`src/rtl/bert_rx_pkg.sv`:
```
package bert_rx_pkg;

   typedef enum logic [1:0] {
      ST_LOAD   = 2'd0,
      ST_VERIFY = 2'd1,
      ST_LOCKED = 2'd2
   } sync_st_t;

   localparam int REF_W = 20;
   localparam int LEN_W = 5;

   typedef struct packed {
      logic             ok;
      logic             qrss;
      logic [LEN_W-1:0] len;
      logic [LEN_W-1:0] tap;
   } pat_cfg_t;

   function automatic pat_cfg_t decode_pat(input logic [2:0] code);
      pat_cfg_t r;
      r.ok   = 1'b1;
      r.qrss = 1'b0;
      r.len  = 5'd7;
      r.tap  = 5'd6;
      case (code)
         3'b000: begin r.len = 5'd7;  r.tap = 5'd6;  end
         3'b001: begin r.len = 5'd11; r.tap = 5'd9;  end
         3'b010: begin r.len = 5'd15; r.tap = 5'd14; end
         3'b011: begin r.len = 5'd20; r.tap = 5'd17; r.qrss = 1'b1; end
         3'b111: begin r.len = 5'd9;  r.tap = 5'd5;  end
         default: r.ok = 1'b0;
      endcase
      return r;
   endfunction

endpackage

```
`src/rtl/bert_rx_ref.sv`:
```
module bert_rx_ref #(
   parameter int REG_W = 20,
   parameter int ZRUN  = 14,
   parameter int LEN_W = 5
) (
   input  logic             clk,
   input  logic             rst_n,
   input  logic             adv,
   input  logic             use_rx,
   input  logic             rx_bit,
   input  logic             qrss,
   input  logic [LEN_W-1:0] len,
   input  logic [LEN_W-1:0] tap,
   output logic             pred
);

   generate
      if (ZRUN < 1 || ZRUN > REG_W) begin : g_bad_zrun
         $error("bert_rx_ref: ZRUN must lie in 1..REG_W");
      end
      if ((1 << LEN_W) <= REG_W) begin : g_bad_lenw
         $error("bert_rx_ref: LEN_W too narrow for REG_W");
      end
   endgenerate

   logic [REG_W-1:0] sr;
   logic             fb;

   always_comb begin
      fb   = sr[len - 1'b1] ^ sr[tap - 1'b1];
      pred = (qrss && (sr[ZRUN-1:0] == '0)) ? 1'b1 : fb;
   end

   always_ff @(posedge clk or negedge rst_n) begin
      if (!rst_n)
         sr <= '0;
      else if (adv)
         sr <= {sr[REG_W-2:0], (use_rx ? rx_bit : pred)};
   end

endmodule

```
`src/rtl/bert_rx_lock.sv`:
```
module bert_rx_lock
   import bert_rx_pkg::*;
#(
   parameter int SYNC_RUN  = 32,
   parameter int WIN       = 64,
   parameter int LOSS_ERRS = 6,
   parameter int LW        = 5
) (
   input  logic          clk,
   input  logic          rst_n,
   input  logic          en,
   input  logic          mismatch,
   input  logic          force_acq,
   input  logic [LW-1:0] len,
   output logic          locked,
   output logic          use_rx
);

   localparam int CNT_W = ($clog2(SYNC_RUN) > LW) ? $clog2(SYNC_RUN) : LW;
   localparam int WC_W  = $clog2(WIN + 1);
   localparam logic [CNT_W-1:0] RUN_LAST = CNT_W'(SYNC_RUN - 1);
   localparam logic [WC_W:0]    LOSS_LIM = (WC_W+1)'(LOSS_ERRS);

   generate
      if (SYNC_RUN < 1) begin : g_bad_run
         $error("bert_rx_lock: SYNC_RUN must be at least 1");
      end
      if (WIN < 2 || LOSS_ERRS < 1 || LOSS_ERRS > WIN) begin : g_bad_win
         $error("bert_rx_lock: need WIN >= 2 and 1 <= LOSS_ERRS <= WIN");
      end
   endgenerate

   sync_st_t         st;
   logic [CNT_W-1:0] cnt;
   logic [CNT_W-1:0] load_last;
   logic [WIN-1:0]   hist;
   logic [WC_W-1:0]  wcnt;
   logic [WC_W:0]    wsum;
   logic             lose;

   assign load_last = CNT_W'(len) - 1'b1;

   // sliding window: add the newest error flag, drop the one leaving the window
   always_comb begin
      wsum = {1'b0, wcnt} + {{WC_W{1'b0}}, mismatch} - {{WC_W{1'b0}}, hist[WIN-1]};
      lose = (wsum >= LOSS_LIM);
   end

   always_ff @(posedge clk or negedge rst_n) begin
      if (!rst_n) begin
         st   <= ST_LOAD;
         cnt  <= '0;
         hist <= '0;
         wcnt <= '0;
      end else if (force_acq) begin
         st   <= ST_LOAD;
         cnt  <= '0;
         hist <= '0;
         wcnt <= '0;
      end else if (en) begin
         case (st)
            ST_LOAD: begin
               if (cnt == load_last) begin
                  st  <= ST_VERIFY;
                  cnt <= '0;
               end else begin
                  cnt <= cnt + 1'b1;
               end
            end
            ST_VERIFY: begin
               if (mismatch) begin
                  st  <= ST_LOAD;
                  cnt <= '0;
               end else if (cnt == RUN_LAST) begin
                  st  <= ST_LOCKED;
                  cnt <= '0;
               end else begin
                  cnt <= cnt + 1'b1;
               end
            end
            ST_LOCKED: begin
               if (lose) begin
                  st   <= ST_LOAD;
                  hist <= '0;
                  wcnt <= '0;
               end else begin
                  hist <= {hist[WIN-2:0], mismatch};
                  wcnt <= wsum[WC_W-1:0];
               end
            end
            default: st <= ST_LOAD;
         endcase
      end
   end

   assign locked = (st == ST_LOCKED);
   assign use_rx = ~locked;

endmodule

```
`src/rtl/bert_rx_satcnt.sv`:
```
module bert_rx_satcnt #(
   parameter int W = 32
) (
   input  logic         clk,
   input  logic         rst_n,
   input  logic         inc,
   input  logic         latch,
   output logic [W-1:0] run,
   output logic [W-1:0] hold
);

   generate
      if (W < 2) begin : g_bad_w
         $error("bert_rx_satcnt: W must be at least 2");
      end
   endgenerate

   always_ff @(posedge clk or negedge rst_n) begin
      if (!rst_n) begin
         run  <= '0;
         hold <= '0;
      end else if (latch) begin
         hold <= run;
         run  <= {{(W-1){1'b0}}, inc};
      end else if (inc && (run != '1)) begin
         run <= run + 1'b1;
      end
   end

endmodule

```
`src/rtl/bert_rx_sync_count.sv`:
```
module bert_rx_sync_count
   import bert_rx_pkg::*;
#(
   parameter int BIT_W     = 32,
   parameter int ERR_W     = 24,
   parameter int SYNC_RUN  = 32,
   parameter int WIN       = 64,
   parameter int LOSS_ERRS = 6,
   parameter int ZRUN      = 14
) (
   input  logic             clk,
   input  logic             rst_n,
   input  logic             bit_en,
   input  logic             rx_data,
   input  logic             rx_invert,
   input  logic [2:0]       pat_sel,
   input  logic             resync_req,
   input  logic             latch_req,
   output logic             in_sync,
   output logic [BIT_W-1:0] bit_hold,
   output logic [ERR_W-1:0] err_hold
);

   pat_cfg_t         cfg;
   logic             lat_q, rs_q;
   logic             lat_rise, rs_rise;
   logic             d_in, pred, mismatch, use_rx, force_acq, cnt_inc;
   logic [BIT_W-1:0] bit_run;
   logic [ERR_W-1:0] err_run;

   assign cfg = decode_pat(pat_sel);

   always_ff @(posedge clk or negedge rst_n) begin
      if (!rst_n) begin
         lat_q <= 1'b0;
         rs_q  <= 1'b0;
      end else begin
         lat_q <= latch_req;
         rs_q  <= resync_req;
      end
   end

   assign lat_rise  = latch_req & ~lat_q;
   assign rs_rise   = resync_req & ~rs_q;
   assign d_in      = rx_data ^ rx_invert;
   assign mismatch  = d_in ^ pred;
   assign force_acq = rs_rise | ~cfg.ok;
   assign cnt_inc   = bit_en & in_sync;

   bert_rx_ref #(.REG_W(REF_W), .ZRUN(ZRUN), .LEN_W(LEN_W)) u_ref (
      .clk    (clk),
      .rst_n  (rst_n),
      .adv    (bit_en),
      .use_rx (use_rx),
      .rx_bit (d_in),
      .qrss   (cfg.qrss),
      .len    (cfg.len),
      .tap    (cfg.tap),
      .pred   (pred)
   );

   bert_rx_lock #(.SYNC_RUN(SYNC_RUN), .WIN(WIN), .LOSS_ERRS(LOSS_ERRS), .LW(LEN_W)) u_lock (
      .clk       (clk),
      .rst_n     (rst_n),
      .en        (bit_en),
      .mismatch  (mismatch),
      .force_acq (force_acq),
      .len       (cfg.len),
      .locked    (in_sync),
      .use_rx    (use_rx)
   );

   bert_rx_satcnt #(.W(BIT_W)) u_bits (
      .clk   (clk),
      .rst_n (rst_n),
      .inc   (cnt_inc),
      .latch (lat_rise),
      .run   (bit_run),
      .hold  (bit_hold)
   );

   bert_rx_satcnt #(.W(ERR_W)) u_errs (
      .clk   (clk),
      .rst_n (rst_n),
      .inc   (cnt_inc & mismatch),
      .latch (lat_rise),
      .run   (err_run),
      .hold  (err_hold)
   );

endmodule

```
`config.mk`:
```
export PLATFORM = sky130hd
export DESIGN_NAME = bert_rx_sync_count
export DESIGN_NICKNAME = d
export VERILOG_FILES = /design/src/rtl/bert_rx_pkg.sv /design/src/rtl/bert_rx_ref.sv /design/src/rtl/bert_rx_lock.sv /design/src/rtl/bert_rx_satcnt.sv /design/src/rtl/bert_rx_sync_count.sv
export SDC_FILE = /design/constraint.sdc
export NUM_CORES = 1
export LEC_CHECK = 0
export CAP_MARGIN = 0
export CELL_PAD_IN_SITES_DETAIL_PLACEMENT = 0
export CELL_PAD_IN_SITES_GLOBAL_PLACEMENT = 1
export CORE_ASPECT_RATIO = 0.9
export CORE_MARGIN = 4
export CORE_UTILIZATION = 50
export DETAILED_ROUTE_END_ITERATION = 16
export HOLD_SLACK_MARGIN = 0.05
export PLACE_DENSITY = 0.95
export SLEW_MARGIN = 20
export SYNTH_ARGS = -nofsm -noshare
export SYNTH_HDL_FRONTEND = slang
export SYNTH_SLANG_ARGS = --single-unit
export TNS_END_PERCENT = 5
```
`constraint.sdc`:
```
create_clock -name clk -period 11.5 [get_ports clk]
set_clock_uncertainty 0.2 [all_clocks]
set_input_delay 1.15 -clock clk [delete_from_list [all_inputs] [get_ports clk]]
set_output_delay 1.15 -clock clk [all_outputs]
set_load 0.05 [all_outputs]
```
==> metrics.json <==
{
  "drt": {
    "final_wirelength_mm": 19.3,
    "route.detailed.drc": 0,
    "initialDrtViolationCount": 456,
    "drt_pre_antenna_iters": 5,
    "post_drt_via_cell_ratio": 5.66,
    "postRouteAntennaNets": 0,
    "dr_total_vias": 7112,
    "wl_per_cell_um": 15.4
  },
  "critical_path": {
    "end_kind": "flip-flop",
    "critical_path.reg2reg.endpoint": "u_lock.hist[23]",
    "r2r_startpoint": "u_ref.sr[10]",
    "max_fo_critical_path": 42,
    "timing.critical_path.required_ns": 11.74,
    "critical_path_arrival_ns": 8.05,
    "r2r_setup_slack_ns": 5.53,
    "path_class": "primary input to flip-flop",
    "reg2regPathDepth": 18,
    "critPathLaunchType": "primary input"
  },
  "worst_hold_path": {
    "worst_hold_path.endpoint": "u_bits.hold[14]",
    "worst_hold_path.num_cells": 2,
    "min-delay-start": "u_bits.hold[14]",
    "holdCritPathClass": "flip-flop to flip-flop"
  },
  "sta": {
    "final_hold_fails": 0,
    "fin_crit_ns": 7.80,
    "timing.setup.tns_ns": 0,
    "achievable_frequency_ghz": 0.128,
    "grt_setup_unrepaired": "no",
    "final_max_slew_viol_count": 0,
    "tightestPinTransition_ns": 0.988,
    "finalSetupViolCount": 0,
    "part_of_the_cycle_the_worst_path_needs": 0.679,
    "worst_slew_margin_rel": 0.341
  },
  "clock_network": {
    "resize_count_post_cts": 0,
    "clock_sink_count": 212,
    "worst_setup_hold_path_clk_slew_ns": 0.06,
    "postCtsHoldBufs": 0,
    "cts_root_buffer": "sky130_fd_sc_hd__clkbuf_16",
    "tritoncts": "yes",
    "clk-insertion-delay-late_ns": 0.51,
    "cts.htree.levels": 1,
    "tritoncts.num_buffers": 22,
    "cts_post_setup_buffers_inserted": 0,
    "cts_max_path_buffers": 3
  },
  "synthesis": {
    "yosysSeqAreaShare": 0.546,
    "synth_edf_count": 0,
    "synthesis.area_per_instance_um2": 10.2,
    "ys_warn_count": 0,
    "postSynth.asyncResetShare": 1.00,
    "synthCells": 952,
    "synth-main-ff-cell": "sky130_fd_sc_hd__dfrtp_1",
    "yosysUniqueCellTypes": 59,
    "synthDominantAreaCellType": "sky130_fd_sc_hd__dfrtp_1",
    "ys_top_cells_by_area": "sky130_fd_sc_hd__dfrtp_1, sky130_fd_sc_hd__nand2_1, sky130_fd_sc_hd__a32o_1, sky130_fd_sc_hd__mux2_2, sky130_fd_sc_hd__nor2_1",
    "ys_seq_elements": 212,
    "postSynthNetCount": 976,
    "synth_top_area_frac": 0.546,
    "synth.cell_area_mm2": 0.00972
  },
  "cells_and_area": {
    "finish.cell_count_without_fillers": 1256,
    "flow.area_growth_from_synthesis_pct": 15.9,
    "mostFrequentLayoutCell": "sky130_fd_sc_hd__nand2_1",
    "finish.net_count": 1018,
    "antenna_cells": 0,
    "most-common-layout-cells": "sky130_fd_sc_hd__nand2_1, sky130_fd_sc_hd__dfrtp_1, sky130_fd_sc_hd__a32o_1",
    "final_layout_size_suffix_gt1_frac": 0.0815
  },
  "placed_design": {
    "dp.final_hpwl_mm": 12.1,
    "placed_cells_incl_taps": 1220,
    "globalplace.congestion": 0.798,
    "buffer_ports.inserted": 66
  },
  "grt": {
    "grt_first_pass_wirelength_mm": 34.1,
    "track_usage": 0.182,
    "grt.overflow.total": 0,
    "number_of_antenna_violations_at_the_first_check_in_global_routing": 0,
    "grt_max_degree": 99,
    "grt_pass1_vias": 6924
  },
  "floorplanning": {
    "die-area_mm2": 0.0217,
    "placementRows": 48,
    "die_width_um": 155,
    "floorplan.initialDensity": 0.507,
    "io-pin-count": 67,
    "coreArea_mm2": 0.0192,
    "chipHeight_um": 140
  },
  "run_status": {
    "run_status": "finished clean"
  },
  "job": {
    "max_cap_violations": 0
  },
  "pwr": {
    "power_per_cell_area_mw_per_mm2": 145,
    "ir_worst_vdd_mv": 0.107,
    "leakagePower_nw": 5.09
  }
}
## synthesized netlist by cell type, types with 5 or more instances
master / instances
sky130_fd_sc_hd__dfrtp_1: 212
sky130_fd_sc_hd__xor2_1: 22
sky130_fd_sc_hd__inv_1: 23
sky130_fd_sc_hd__xnor2_1: 16
sky130_fd_sc_hd__ha_1: 13
sky130_fd_sc_hd__nand3b_1: 7
sky130_fd_sc_hd__nor3_1: 16
sky130_fd_sc_hd__nor4_1: 7
sky130_fd_sc_hd__and3_1: 18
sky130_fd_sc_hd__or3_1: 15
sky130_fd_sc_hd__nor2_1: 60
sky130_fd_sc_hd__a31oi_1: 5
sky130_fd_sc_hd__mux2i_1: 9
sky130_fd_sc_hd__buf_2: 8
sky130_fd_sc_hd__nand4_1: 16
sky130_fd_sc_hd__mux2_2: 20
sky130_fd_sc_hd__nand2_1: 219
sky130_fd_sc_hd__nand2b_1: 10
sky130_fd_sc_hd__o21a_1: 5
sky130_fd_sc_hd__o21ai_0: 19
sky130_fd_sc_hd__and2_1: 6
sky130_fd_sc_hd__a32o_1: 67
sky130_fd_sc_hd__nand3_1: 25
sky130_fd_sc_hd__or4_1: 5
sky130_fd_sc_hd__clkbuf_1: 45
sky130_fd_sc_hd__a21oi_1: 25
## state kept, by name, summed over array words and instances, names as in the netlist
register     flops
u_lock.hist     64
u_bits.hold     32
u_bits.run      32
u_errs.hold     24
u_errs.run      24
u_ref.sr        20
u_lock.wcnt      7
u_lock.cnt       5
u_lock.st        2
lat_q            1
rs_q             1
## area by class of cell
cell class | count | area [um^2]
multi-input combinational | 659 | 4110
clock buffer | 32 | 658
fill | 1570 | 7900
clock inverter | 4 | 47.5
inverter | 23 | 86.3
sequential | 212 | 5310
tap | 250 | 313
timing repair buffer | 76 | 739
## power breakdown
| group | internal, mW | switching [mW] | total [mW] |
|---|---|---|---|
| clock network | 0.397 | 0.286 | 0.683 |
| logic | 0.0613 | 0.0811 | 0.142 |
| registers | 0.776 | 0.0332 | 0.809 |
## critical path, cell delays in order
cell,delay (ns)
sky130_fd_sc_hd__clkdlybuf4s50_1,0.66
sky130_fd_sc_hd__nand2b_1,0.18
sky130_fd_sc_hd__nand2_1,0.14
sky130_fd_sc_hd__inv_1,0.09
sky130_fd_sc_hd__ha_1,0.35
sky130_fd_sc_hd__xor2_1,0.24
sky130_fd_sc_hd__mux4_2,0.53
sky130_fd_sc_hd__a32oi_1,0.20
sky130_fd_sc_hd__a21oi_1,0.14
sky130_fd_sc_hd__o41ai_2,0.44
sky130_fd_sc_hd__nor3_2,0.16
sky130_fd_sc_hd__ha_1,0.25
sky130_fd_sc_hd__fa_1,0.41
sky130_fd_sc_hd__a21o_1,0.17
sky130_fd_sc_hd__a21oi_1,0.22
sky130_fd_sc_hd__o21bai_1,0.09
sky130_fd_sc_hd__a21oi_1,0.17
sky130_fd_sc_hd__xnor2_1,0.08
sky130_fd_sc_hd__a2111oi_0,0.60
sky130_fd_sc_hd__nand3b_1,0.23
sky130_fd_sc_hd__a32oi_4,0.75
sky130_fd_sc_hd__buf_4,0.51
sky130_fd_sc_hd__a32o_1,0.25
## cell families after synthesis
| kind of cell | after synthesis | share of synthesized area |
|---|---|---|
| mux | 32 | 0.0394 |
| simple gates | 421 | 0.199 |
| flops | 212 | 0.546 |
| buf+inv | 81 | 0.0354 |
| xor+xnor | 38 | 0.0343 |
| compound gates | 154 | 0.128 |
| fa+ha+maj | 14 | 0.0188 |
## routing by layer
| metal | vias up | track usage | routed length, um |
|---|---|---|---|
| met2 | 128 | 0.280 | 8830 |
| li1 | 3452 | - | - |
| met3 | 28 | 0.0315 | 740 |
| met1 | 3504 | 0.276 | 9360 |
| met4 | 0 | 0.0362 | 354 |
| met5 | - | 0 | 0 |
## stage by stage
stage,total power [mW],hold WS (ns),setup slack [ns],instance area [um^2],utilization
after floorplan,0.916,0.266,5.27,9720,-
after global routing,1.71,0.290,3.17,11300,0.588
after detailed placement,0.965,0.262,3.22,10500,0.551
after global placement,0.961,0.257,3.49,10500,0.551
after CTS,1.65,0.276,3.76,11300,0.587
final,1.63,0.272,3.70,11300,0.588
## worst max path at each step
stage	startpoint	end	slack [ns]	depth (start not counted)
after floorplan	pat_sel[0]	u_lock.hist[22]	5.27	23
after global placement	pat_sel[1]	u_lock.hist[7]	3.49	23
after detailed placement	pat_sel[1]	u_lock.hist[19]	3.22	23
after CTS	pat_sel[1]	u_lock.hist[23]	3.76	23
after global routing	pat_sel[1]	u_lock.hist[23]	3.17	23
final	pat_sel[1]	u_lock.hist[23]	3.70	23
Note: power is estimated with default switching activity, not from simulation.
